===== config.mk =====
export PLATFORM = sky130hd
export DESIGN_NAME = spd_eeprom
export DESIGN_NICKNAME = d
export VERILOG_FILES = /design/src/rtl/spd_pkg.sv /design/src/rtl/spd_line_sync.sv /design/src/rtl/spd_store.sv /design/src/rtl/spd_xfer_fsm.sv /design/src/rtl/spd_eeprom.sv
export SDC_FILE = /design/constraint.sdc
export NUM_CORES = 2
export LEC_CHECK = 0
export ABC_CLOCK_PERIOD_IN_PS = 2980
export BUFFER_PORTS_ARGS = -buffer_cell sky130_fd_sc_hd__buf_2
export CAP_MARGIN = 20
export CORE_MARGIN = 2
export CORE_UTILIZATION = 40
export CTS_CLUSTER_DIAMETER = 40
export DETAILED_ROUTE_END_ITERATION = 7
export HOLD_SLACK_MARGIN = 0.06
export MAX_ROUTING_LAYER = met4
export PLACE_DENSITY_LB_ADDON = 0.15
export SETUP_SLACK_MARGIN = 0.1
export SLEW_MARGIN = 20
export SYNTH_ARGS = -nofsm -noshare
export SYNTH_HDL_FRONTEND = slang
export SYNTH_HIERARCHICAL = 1
export SYNTH_SLANG_ARGS = --single-unit

===== constraint.sdc =====
create_clock -name clk -period 2.98 [get_ports clk]
set_clock_uncertainty 0.1 [all_clocks]
set_input_delay 0.596 -clock clk [delete_from_list [all_inputs] [get_ports clk]]
set_output_delay 0.596 -clock clk [all_outputs]
set_load 0.1 [all_outputs]

===== src/rtl/spd_pkg.sv =====
// Shared definitions for the presence-detect EEPROM slave.
// Assumes a byte-wide array of SPD_DEPTH entries.
package spd_pkg;

    localparam int SPD_DEPTH   = 256;
    localparam int SPD_STRAP_W = 3;

    // Protocol phases of the transfer engine.
    typedef enum logic [2:0] {
        ST_IDLE,   // waiting for START
        ST_DEV,    // shifting in the header byte
        ST_DACK,   // acknowledging the header
        ST_WORD,   // shifting in the word address
        ST_WACK,   // acknowledging a received byte
        ST_WDAT,   // shifting in a data byte
        ST_RDAT,   // shifting out a data byte
        ST_RACK    // sampling the master acknowledge
    } spd_state_t;

    // Builds a plausible default content image, byte i at bits [8i+7:8i].
    function automatic logic [SPD_DEPTH*8-1:0] spd_default_image();
        logic [SPD_DEPTH*8-1:0] img;
        img = '0;
        for (int i = 0; i < SPD_DEPTH; i++) begin
            logic [7:0] b;
            if (i == 0)       b = 8'h80;
            else if (i == 1)  b = 8'h08;
            else if (i == 2)  b = 8'h07;
            else if (i < 63)  b = 8'(i * 11 + 5);
            else if (i < 128) b = 8'h00;
            else              b = 8'hFF;
            img[i*8 +: 8] = b;
        end
        return img;
    endfunction

endpackage


===== src/rtl/spd_line_sync.sv =====
// Multi-stage synchronizer for asynchronous bus lines, plus one extra
// register that holds the previous synchronized value for edge detection.
// Assumes STAGES >= 2; reset value is the idle bus level (all ones).
module spd_line_sync #(
    parameter int WIDTH  = 2,
    parameter int STAGES = 2
) (
    input  logic             clk,
    input  logic             rst_n,
    input  logic [WIDTH-1:0] d,
    output logic [WIDTH-1:0] q,
    output logic [WIDTH-1:0] q_prev
);

    logic [STAGES-1:0][WIDTH-1:0] pipe;

    // Shift the raw lines through the synchronizer chain.
    always_ff @(posedge clk) begin
        if (!rst_n) pipe <= '1;
        else        pipe <= {pipe[STAGES-2:0], d};
    end

    // Keep last cycle's synchronized value for edge detection.
    always_ff @(posedge clk) begin
        if (!rst_n) q_prev <= '1;
        else        q_prev <= pipe[STAGES-1];
    end

    assign q = pipe[STAGES-1];

endmodule


===== src/rtl/spd_store.sv =====
// Byte array with a write-locked lower region. At reset every byte is
// loaded from IMAGE, except byte CSUM_IDX, which gets the modulo-256 sum of
// the bytes below it. Assumes the read address is stable at each use.
module spd_store #(
    parameter int                     DEPTH        = spd_pkg::SPD_DEPTH,
    parameter int                     LOCKED_BYTES = 128,
    parameter int                     CSUM_IDX     = 63,
    parameter logic [DEPTH*8-1:0]     IMAGE        = spd_pkg::spd_default_image(),
    localparam int                    AW           = $clog2(DEPTH)
) (
    input  logic          clk,
    input  logic          rst_n,
    input  logic [AW-1:0] addr,
    input  logic          wr_en,
    input  logic [7:0]    wr_data,
    output logic [7:0]    rd_data
);

    // Sum of the image bytes that precede the checksum slot.
    function automatic logic [7:0] head_sum(input logic [DEPTH*8-1:0] img);
        logic [7:0] acc;
        acc = '0;
        for (int i = 0; i < CSUM_IDX; i++) acc = acc + img[i*8 +: 8];
        return acc;
    endfunction

    localparam logic [7:0] CSUM = head_sum(IMAGE);

    logic [7:0] mem [DEPTH];
    logic       unlocked;

    assign unlocked = {1'b0, addr} >= (AW+1)'(LOCKED_BYTES);

    // Load the image on reset; store only into the unlocked region.
    always_ff @(posedge clk) begin
        if (!rst_n) begin
            for (int i = 0; i < DEPTH; i++)
                mem[i] <= (i == CSUM_IDX) ? CSUM : IMAGE[i*8 +: 8];
        end else if (wr_en && unlocked) begin
            mem[addr] <= wr_data;
        end
    end

    assign rd_data = mem[addr];

endmodule


===== src/rtl/spd_xfer_fsm.sv =====
// Serial transfer engine: header decode, word pointer, byte receive and
// transmit, acknowledge handling. Works on events from synchronized bus
// lines. Assumes SDA changes only while SCL is low, except for START/STOP.
module spd_xfer_fsm #(
    parameter int         AW         = 8,
    parameter int         STRAP_W    = spd_pkg::SPD_STRAP_W,
    parameter logic [6-STRAP_W:0] DEV_PREFIX = '0
) (
    input  logic               clk,
    input  logic               rst_n,
    input  logic               scl_rise,
    input  logic               scl_fall,
    input  logic               sda_s,
    input  logic               start_det,
    input  logic               stop_det,
    input  logic [STRAP_W-1:0] strap,
    input  logic [7:0]         rd_data,
    output logic [AW-1:0]      mem_addr,
    output logic               mem_we,
    output logic [7:0]         mem_wdata,
    output logic               sda_drive,
    output logic               idle_o
);
    import spd_pkg::*;

    spd_state_t    state;
    logic [3:0]    bitcnt;
    logic [7:0]    shreg;
    logic [AW-1:0] ptr;
    logic          rw;
    logic          m_ack;
    logic          byte_done;
    logic          hdr_match;

    assign byte_done = scl_fall && (bitcnt == 4'd8);
    assign hdr_match = (shreg[7:1] == {DEV_PREFIX, strap});

    // Advance the protocol on bus events; START/STOP override everything.
    always_ff @(posedge clk) begin
        if (!rst_n) begin
            state     <= ST_IDLE;
            bitcnt    <= '0;
            shreg     <= '0;
            ptr       <= '0;
            rw        <= 1'b0;
            m_ack     <= 1'b0;
            sda_drive <= 1'b0;
        end else if (start_det) begin
            state     <= ST_DEV;
            bitcnt    <= '0;
            sda_drive <= 1'b0;
        end else if (stop_det) begin
            state     <= ST_IDLE;
            sda_drive <= 1'b0;
        end else begin
            case (state)
                ST_DEV, ST_WORD, ST_WDAT: begin
                    if (scl_rise) begin
                        shreg  <= {shreg[6:0], sda_s};
                        bitcnt <= bitcnt + 4'd1;
                    end else if (byte_done) begin
                        bitcnt <= '0;
                        if (state == ST_DEV) begin
                            if (hdr_match) begin
                                sda_drive <= 1'b1;
                                rw        <= shreg[0];
                                state     <= ST_DACK;
                            end else begin
                                state <= ST_IDLE;
                            end
                        end else begin
                            if (state == ST_WORD) ptr <= shreg[AW-1:0];
                            else                  ptr <= ptr + 1'b1;
                            sda_drive <= 1'b1;
                            state     <= ST_WACK;
                        end
                    end
                end
                ST_DACK: begin
                    if (scl_fall) begin
                        bitcnt <= '0;
                        if (rw) begin
                            shreg     <= rd_data;
                            sda_drive <= ~rd_data[7];
                            ptr       <= ptr + 1'b1;
                            state     <= ST_RDAT;
                        end else begin
                            sda_drive <= 1'b0;
                            state     <= ST_WORD;
                        end
                    end
                end
                ST_WACK: begin
                    if (scl_fall) begin
                        sda_drive <= 1'b0;
                        bitcnt    <= '0;
                        state     <= ST_WDAT;
                    end
                end
                ST_RDAT: begin
                    if (scl_fall) begin
                        if (bitcnt == 4'd7) begin
                            sda_drive <= 1'b0;
                            state     <= ST_RACK;
                        end else begin
                            shreg     <= {shreg[6:0], 1'b0};
                            sda_drive <= ~shreg[6];
                            bitcnt    <= bitcnt + 4'd1;
                        end
                    end
                end
                ST_RACK: begin
                    if (scl_rise) begin
                        m_ack <= ~sda_s;
                    end else if (scl_fall) begin
                        bitcnt <= '0;
                        if (m_ack) begin
                            shreg     <= rd_data;
                            sda_drive <= ~rd_data[7];
                            ptr       <= ptr + 1'b1;
                            state     <= ST_RDAT;
                        end else begin
                            state <= ST_IDLE;
                        end
                    end
                end
                default: state <= ST_IDLE;
            endcase
        end
    end

    // Memory port: a data byte is committed at the fall ending its 8th bit.
    assign mem_we    = (state == ST_WDAT) && byte_done && !start_det && !stop_det;
    assign mem_wdata = shreg;
    assign mem_addr  = ptr;
    assign idle_o    = (state == ST_IDLE);

endmodule


===== src/rtl/spd_eeprom.sv =====
// Top level of the presence-detect EEPROM slave. Synchronizes the bus
// lines, derives edges and START/STOP, and joins the transfer engine to
// the locked byte array. Assumes SCL phases last longer than SYNC_STAGES+1
// clocks.
module spd_eeprom #(
    parameter int                 DEPTH        = spd_pkg::SPD_DEPTH,
    parameter int                 LOCKED_BYTES = 128,
    parameter int                 CSUM_IDX     = 63,
    parameter int                 SYNC_STAGES  = 2,
    parameter logic [3:0]         DEV_PREFIX   = 4'b1010,
    parameter logic [DEPTH*8-1:0] IMAGE        = spd_pkg::spd_default_image()
) (
    input  logic       clk,
    input  logic       rst_n,
    input  logic       scl_i,
    input  logic       sda_i,
    output logic       sda_o,
    output logic       sda_oe,
    input  logic [2:0] strap_i
);
    localparam int AW = $clog2(DEPTH);

    logic [1:0]    line_now;
    logic [1:0]    line_prev;
    logic          scl_s, sda_s, scl_q, sda_q;
    logic          scl_rise, scl_fall, start_det, stop_det;
    logic [AW-1:0] mem_addr;
    logic          mem_we;
    logic [7:0]    mem_wdata, mem_rdata;
    logic          fsm_idle;

    spd_line_sync #(.WIDTH(2), .STAGES(SYNC_STAGES)) u_sync (
        .clk    (clk),
        .rst_n  (rst_n),
        .d      ({scl_i, sda_i}),
        .q      (line_now),
        .q_prev (line_prev)
    );

    assign {scl_s, sda_s} = line_now;
    assign {scl_q, sda_q} = line_prev;

    // Bus events: SCL edges, and SDA edges while SCL stays high.
    assign scl_rise  =  scl_s && !scl_q;
    assign scl_fall  = !scl_s &&  scl_q;
    assign start_det =  scl_s &&  scl_q &&  sda_q && !sda_s;
    assign stop_det  =  scl_s &&  scl_q && !sda_q &&  sda_s;

    spd_xfer_fsm #(.AW(AW), .STRAP_W(3), .DEV_PREFIX(DEV_PREFIX)) u_fsm (
        .clk       (clk),
        .rst_n     (rst_n),
        .scl_rise  (scl_rise),
        .scl_fall  (scl_fall),
        .sda_s     (sda_s),
        .start_det (start_det),
        .stop_det  (stop_det),
        .strap     (strap_i),
        .rd_data   (mem_rdata),
        .mem_addr  (mem_addr),
        .mem_we    (mem_we),
        .mem_wdata (mem_wdata),
        .sda_drive (sda_oe),
        .idle_o    (fsm_idle)
    );

    spd_store #(
        .DEPTH(DEPTH), .LOCKED_BYTES(LOCKED_BYTES),
        .CSUM_IDX(CSUM_IDX), .IMAGE(IMAGE)
    ) u_store (
        .clk     (clk),
        .rst_n   (rst_n),
        .addr    (mem_addr),
        .wr_en   (mem_we),
        .wr_data (mem_wdata),
        .rd_data (mem_rdata)
    );

    assign sda_o = 1'b0;

endmodule


## Word-level counts from Yosys, hierarchy flattened

Memory sizes are Yosys's and may differ from the RTL's. A register that Yosys moved wholly into a read port is not among the register bits.
Cells that the tools add are included.

| word-level totals | value |
|---|---|
| flip-flop bits (word level) | 32 |
| bits in writable memories | 2,048 |
| input bits | 7 |
| output and inout bits | 2 |
| word-level logic and storage cells | 153 |
| memories | 1 |

Memory list:

| name | depth | bits a word | read ports | clocked after Yosys merged registers in | write ports | RTL line | text |
|---|---|---|---|---|---|---|---|
| u_store.mem | 256 | 8 | 1 | 1 | 256 | spd_store.sv:29 | `logic [7:0] mem [DEPTH];` |

| cells by class | value |
|---|---|
| $add $sub $neg | 2 |
| magnitude comparators | 1 |
| eq/ne operators | 33 |
| mux-type cells | 63 |
| bitwise gates (word level) | 7 |
| reduce and logical (&&, ||, !) cells | 35 |

Operators with widths:

| operator | number |
|---|---|
| $mux 8 | 21 |
| $mux 3 | 11 |
| $pmux 8 s4 | 1 |
| $mux 4 | 6 |
| $ne 4x1->1 const B | 6 |
| $pmux 8 s3 | 1 |
| $reduce_and 11->1 | 2 |
| $mux 1 | 19 |
| $ne 2x1->1 const B | 8 |
| $pmux 4 s4 | 1 |
| $reduce_and 8->1 | 2 |
| $pmux 3 s5 | 1 |
| $eq 3x3->1 const B | 4 |
| $logic_and 1x1->1 | 12 |
| $ne 2x2->1 const B | 5 |
| $reduce_and 10->1 | 1 |
| $add 8x1->8 const B | 1 |
| $ge 8x8->1 const B | 1 |
| $ne 4x2->1 const B | 2 |
| $reduce_bool 4->1 | 2 |
| $reduce_or 8->1 | 1 |
| $eq 7x7->1 | 1 |
| $not 1->1 | 7 |
| $reduce_and 7->1 | 1 |
| other kinds (15) | 24 |

## Longest topological paths before layout

| logic depth | value |
|---|---|
| depth after elaboration | 12 |
| gate-level depth with buffers | 13 |
| depth with buffers taken out | 10 |

## Cells and area by module

Netlist, hierarchy kept.

By module, submodules not included:

| module | times used | cells an instance | area an instance (um2) | seq. area each (um2) |
|---|---|---|---|---|
| spd_store | 1 | 4,834 | 85,746.0 | 61,499.0 |
| spd_xfer_fsm | 1 | 231 | 1,784.2 | 520.5 |
| spd_line_sync | 1 | 14 | 172.7 | 120.1 |
| spd_eeprom | 1 | 6 | 43.8 | 0.0 |

## Worst setup path after synthesis

No wires, ideal clock.

| path | value |
|---|---|
| path type | reg2reg |
| start | register u_sync.pipe, in the netlist u_sync/q[1] |
| end | memory u_store.mem[172][0], enable pin |
| library setup time | 0.384 ns |
| arrival | 2.681 ns |
| data required time | 2.496 ns |
| slack | -0.185 ns |
| stages on the path, launching flop included | 11 |
| buffers on the path | 2 |
| period minus slack after synthesis | 3.165 ns |
| path through | dfxtp_1 > buf_4 > nor2b_1 > and4b_1 > nand2_1 > nor3b_1 > nand3_1 > nor3_1 > nand2_1 > clkbuf_1 > o21ai_0 |

RTL lines:

| element | RTL line | text |
|---|---|---|
| start, declared | spd_line_sync.sv:15 | `logic [STAGES-1:0][WIDTH-1:0] pipe;` |
| start signal, assigned | spd_line_sync.sv:20 | `else pipe <= {pipe[STAGES-2:0], d};` |
| end, declared | spd_store.sv:29 |  |

==> results.md <==
- TritonCTS built the clock tree.
- The path class of the tightest hold or removal check is input pin to flip-flop.
- The power per cell area is 684.8 nW/um^2.
- The number of cells in the finished layout apart from fillers is 9784.
- The total number of clock tree sinks is 2080.
- The number of enable-type register cells in the synthesized netlist is 2048.
- The global-route wire length before repair is 341.0 mm.
- The number of instances in the placed design is 9087.
- The most used flip-flop cell after synthesis is sky130_fd_sc_hd__edfxtp_1.
- Setup violations remaining at the end of the flow were counted as 182.
- The post-route cell area is 113800 sq um.
- The tree is rooted in a sky130_fd_sc_hd__clkbuf_16.
- The flow ran to the end, but the final reports show violations.
- Across the run, the number of max-cap violations was 0.
- In the finished design, the share of the clock period the worst path needs comes to 116.2%.
- The final hold violation count is 0.
- The portion of total power attributed to combinational logic is 3.8%.
- During synthesis, Yosys emitted a total of 6 warnings.
- The final reports fail on negative setup slack.
- In this run, flip-flops and latches consume 44.4% of the power.
- The number of slew-limit violations in the final report was 0.
- The required time at the worst-slack endpoint is 3.68 ns.
- The layout-stage area growth over the synthesis result is 29.70%.
- The core region is 217600 sq um.
- The post-synthesis sequential element count is 2080.
- The startpoint identified for the worst hold timing path is strap_i[2].
- Dividing the synthesized area by the synthesized cell count gives 17.26 sq um.
- Net switching is 21.31% of the power.
- The number of DRC violations after detailed routing is 0.
- The global-route track usage on met3 is 3.204%.
- Counting instances, the worst hold path has a depth of 6.
- At the later pin of the worst-skew pair, clock insertion delay measures 0.94 ns.
- The worst setup slack for register-to-register paths is -0.48 ns.
- The via count of the first global-routing pass was 51245.
- The hold path endpoint is u_fsm/rw.
- The worst setup path is captured at a flip-flop.
- The total standard cell area after synthesis is 87750 sq um.
- Wires add up to 229.3 mm.
- The floorplan step defined a die boundary enclosing 223100 sq um.
- The share of post-route cells with drive strength above 1 is 35.98%.
- The routed via count is 49761.
- The per-cell routed wire length is 23.44 microns.
- The async set or reset register ratio after synthesis is 0%.
- Summed over all layers, the global routing overflow is 0.
- The largest fanout on the critical path is 7.
- Clock tree synthesis inserted a total of 354 buffers.
- The final critical-path required period is 3.462 ns.
- The worst reg2reg path depth is 14.
- Buffers placed on the I/O ports in this run total 7.
- Pin placement for this block handled 9 I/O pins.
- The startpoint of the worst register-to-register path is u_fsm/mem_addr[0].
- The analysis attributes to net switching a power of 16.61 mW.
- The clock edge transition at the registers on the reported setup and hold paths is 0.05 ns.
- The analysis attributes to cell leakage a power of 40.02 nW.
- The headroom to the max-slew limit is 28.58%.
- Once detailed placement completed, the half-perimeter wirelength came to 145.7 mm.
- In the global route stage, met1 resource usage came out at 28.20%.
- For the pin with the worst max-slew slack, the measured transition is 1.071 ns.
- The final weighted congestion in routability-driven placement is 0.8339.
- Entering global routing, the biggest net connects 137 pins.
- The initialized floorplan defines 171 standard-cell rows.
- The share of the Yosys chip area taken by registers is 70.82%.
- The first-pass detailed-route iteration total is 7.
- The H-tree was split into 5 levels.
- The remaining number of nets flagged by the antenna check after routing is 0.
- Tracing the worst setup path back leads to its startpoint at u_fsm/mem_addr[0].
- The horizontal extent of the die is 472.4 microns.
- The final setup slack of the worst path is -0.4816 ns.
- STA classifies the critical path startpoint as a flip-flop.
- The arrival time at the worst endpoint is 4.16 ns.
- The cell-internal power is 61.32 mW.
- Setup repair after global routing could not meet its margin everywhere.
- Global routing used 21.16% of the available tracks.
- In the global route stage, met2 resource usage came out at 33.71%.
- From bottom edge to top edge, the die measures 472.4 microns.
- The initial antenna violation count is 2.
- The initial cell density of the core is 40.33%.
- The post-synthesis cell count is 5085.
- The final net count is 6665.
- The post-synthesis cell type count is 63.
- The maximum vdd drop is 0.0006615 V.
- In this run the critical register-to-register path is captured at u_fsm/mem_wdata[0].
- In the routed layout, each cell is associated on average with a via count of 5.086.
- The longest clock path from root to sink contains 4 buffers.
- The maximum clock rate is 288.9 MHz.
- The area of placed instances is 99450 sq um.
- The global routing stage identified its most utilized layer as met2.
- The critical path is of the flip-flop to flip-flop type.
- The first routing iteration left 3978 violations.
- The part of the power in the clock network is 51.7%.
cells in the mapped netlist (all sizes together) (12+ instances only):
| master | instances | share of area (%) |
|---|---|---|
| mux4 | 512 | 13 |
| nand2 | 169 | 0.72 |
| nor2 | 33 | 0.14 |
| or2 | 514 | 3.7 |
| inv | 135 | 0.58 |
| clkbuf | 364 | 1.6 |
| o41ai | 33 | 0.33 |
| mux2i | 12 | 0.14 |
| edfxtp | 2048 | 70 |
| o21ai | 71 | 0.40 |
| a21oi | 143 | 0.82 |
| nand2b | 26 | 0.19 |
| a22oi | 256 | 2.2 |
| buf | 102 | 0.65 |
| or3 | 515 | 3.7 |
| dfxtp | 32 | 0.73 |
worst max-delay path by stage:
stage | depth (start not counted) | slack (ns) | endpoint
after floorplan | 10 | -0.11 | u_store/mem[133][0]
after global placement | 13 | -1.30 | u_fsm/sda_drive
after detailed placement | 13 | -1.24 | u_fsm/sda_drive
after CTS | 14 | -0.46 | u_fsm/mem_wdata[0]
after global routing | 14 | -0.58 | u_fsm/mem_wdata[0]
final | 14 | -0.48 | u_fsm/mem_wdata[0]
cells by family (layout without fill, tap and decap cells):
group	Yosys count	in the layout	share of synthesized area (%)
adders and majority gates	3	3	0.04278
xor gates and xnor gates	3	3	0.02995
other	3	1029	0.01283
buffers and inverters	601	1416	2.781
DFF	2080	2080	70.82
muxes	525	525	13.29
and+or+nand+nor	1324	1328	8.893
AOI/OAI and AO/OA	546	546	4.132
through the flow:
stage	util [%]	setup slack [ns]	hold slack [ns]	total power [mW]	setup TNS, ns
after floorplan	-	-0.1136	0.2863	36.73	-28.25
after global placement	45.70	-1.297	0.3073	37.95	-113.52
after detailed placement	45.70	-1.240	0.3022	38.05	-119.56
after CTS	51.60	-0.4592	0.2003	78.68	-125.10
after global routing	52.30	-0.5769	0.2932	80.30	-63.38
final	52.30	-0.4816	0.2793	77.93	-12.35
sequential cells by signal (all words and copies together), names as in the netlist:
signal	cells
u_fsm/bitcnt	4
u_fsm/m_ack	1
u_fsm/mem_addr	8
u_fsm/mem_wdata	8
u_fsm/rw	1
u_fsm/sda_drive	1
u_fsm/state	3
u_store/mem	2048
u_sync/pipe	2
u_sync/q	2
u_sync/q_prev	2
power by group through the flow:
stage | combinational (mW) | clock, mW | sequential (mW)
floorplan | 1.80 | 0 | 34.9
global route | 3.25 | 42.3 | 34.8
detailed placement | 2.84 | 0 | 35.2
global placement | 2.81 | 0 | 35.1
finish | 3.00 | 40.3 | 34.6
CTS | 2.94 | 41.1 | 34.6
cell type report:
| class | instances | area (sq um) |
|---|---|---|
| Fill cell | 17519 | 103800 |
| Clock inverter | 244 | 2771 |
| Sequential cell | 2080 | 62180 |
| Clock buffer | 383 | 9031 |
| Inverter | 135 | 506.7 |
| Timing Repair Buffer | 654 | 7151 |
| Antenna cell | 4 | 10.01 |
| Tap cell | 2854 | 3571 |
| Multi-Input combinational cell | 3430 | 28580 |
placed cells by master (no fill, tap or decap), types with 48 or more instances in the layout:
| master | n |
|---|---|
| sky130_fd_sc_hd__a21oi_1 | 114 |
| sky130_fd_sc_hd__nand2_1 | 102 |
| sky130_fd_sc_hd__inv_1 | 133 |
| sky130_fd_sc_hd__clkbuf_16 | 358 |
| sky130_fd_sc_hd__conb_1 | 1025 |
| sky130_fd_sc_hd__mux4_2 | 512 |
| sky130_fd_sc_hd__buf_4 | 442 |
| sky130_fd_sc_hd__edfxtp_1 | 2048 |
| sky130_fd_sc_hd__buf_12 | 142 |
| sky130_fd_sc_hd__or2_2 | 469 |
| sky130_fd_sc_hd__or3_1 | 514 |
| sky130_fd_sc_hd__a22oi_1 | 208 |
| sky130_fd_sc_hd__a22oi_2 | 48 |
layer usage:
layer	part of all wire [%]	vias up	routed length (microns)
li1	-	22402	-
met1	43	25649	98900
met2	49	1327	113000
met3	5.1	383	11600
met4	2.5	0	5762
met5	0	-	0
critical path: stages, from the launching register on:
cell	delay, ns
sky130_fd_sc_hd__dfxtp_4	0.37
sky130_fd_sc_hd__buf_12	0.17
sky130_fd_sc_hd__buf_12	0.15
sky130_fd_sc_hd__buf_12	0.11
sky130_fd_sc_hd__buf_16	0.12
sky130_fd_sc_hd__mux4_2	0.52
sky130_fd_sc_hd__a22oi_2	0.21
sky130_fd_sc_hd__a21oi_4	0.12
sky130_fd_sc_hd__o41ai_4	0.54
sky130_fd_sc_hd__buf_4	0.21
sky130_fd_sc_hd__nand4_1	0.13
sky130_fd_sc_hd__and2_1	0.18
sky130_fd_sc_hd__a22o_1	0.18
sky130_fd_sc_hd__o21ai_2	0.11
sky130_fd_sc_hd__mux2i_1	0.08
what timing repair did:
item                                    CTS  global route
setup buffers                            19            35
setup endpoints to repair              1223          2035
hold buffers                              3             0
cloned                                    4             5
gates resized for setup                 129           270
endpoints found under the hold margin    11             0
pin swaps                                29            56
Note: power is estimated with default switching activity, not from simulation.
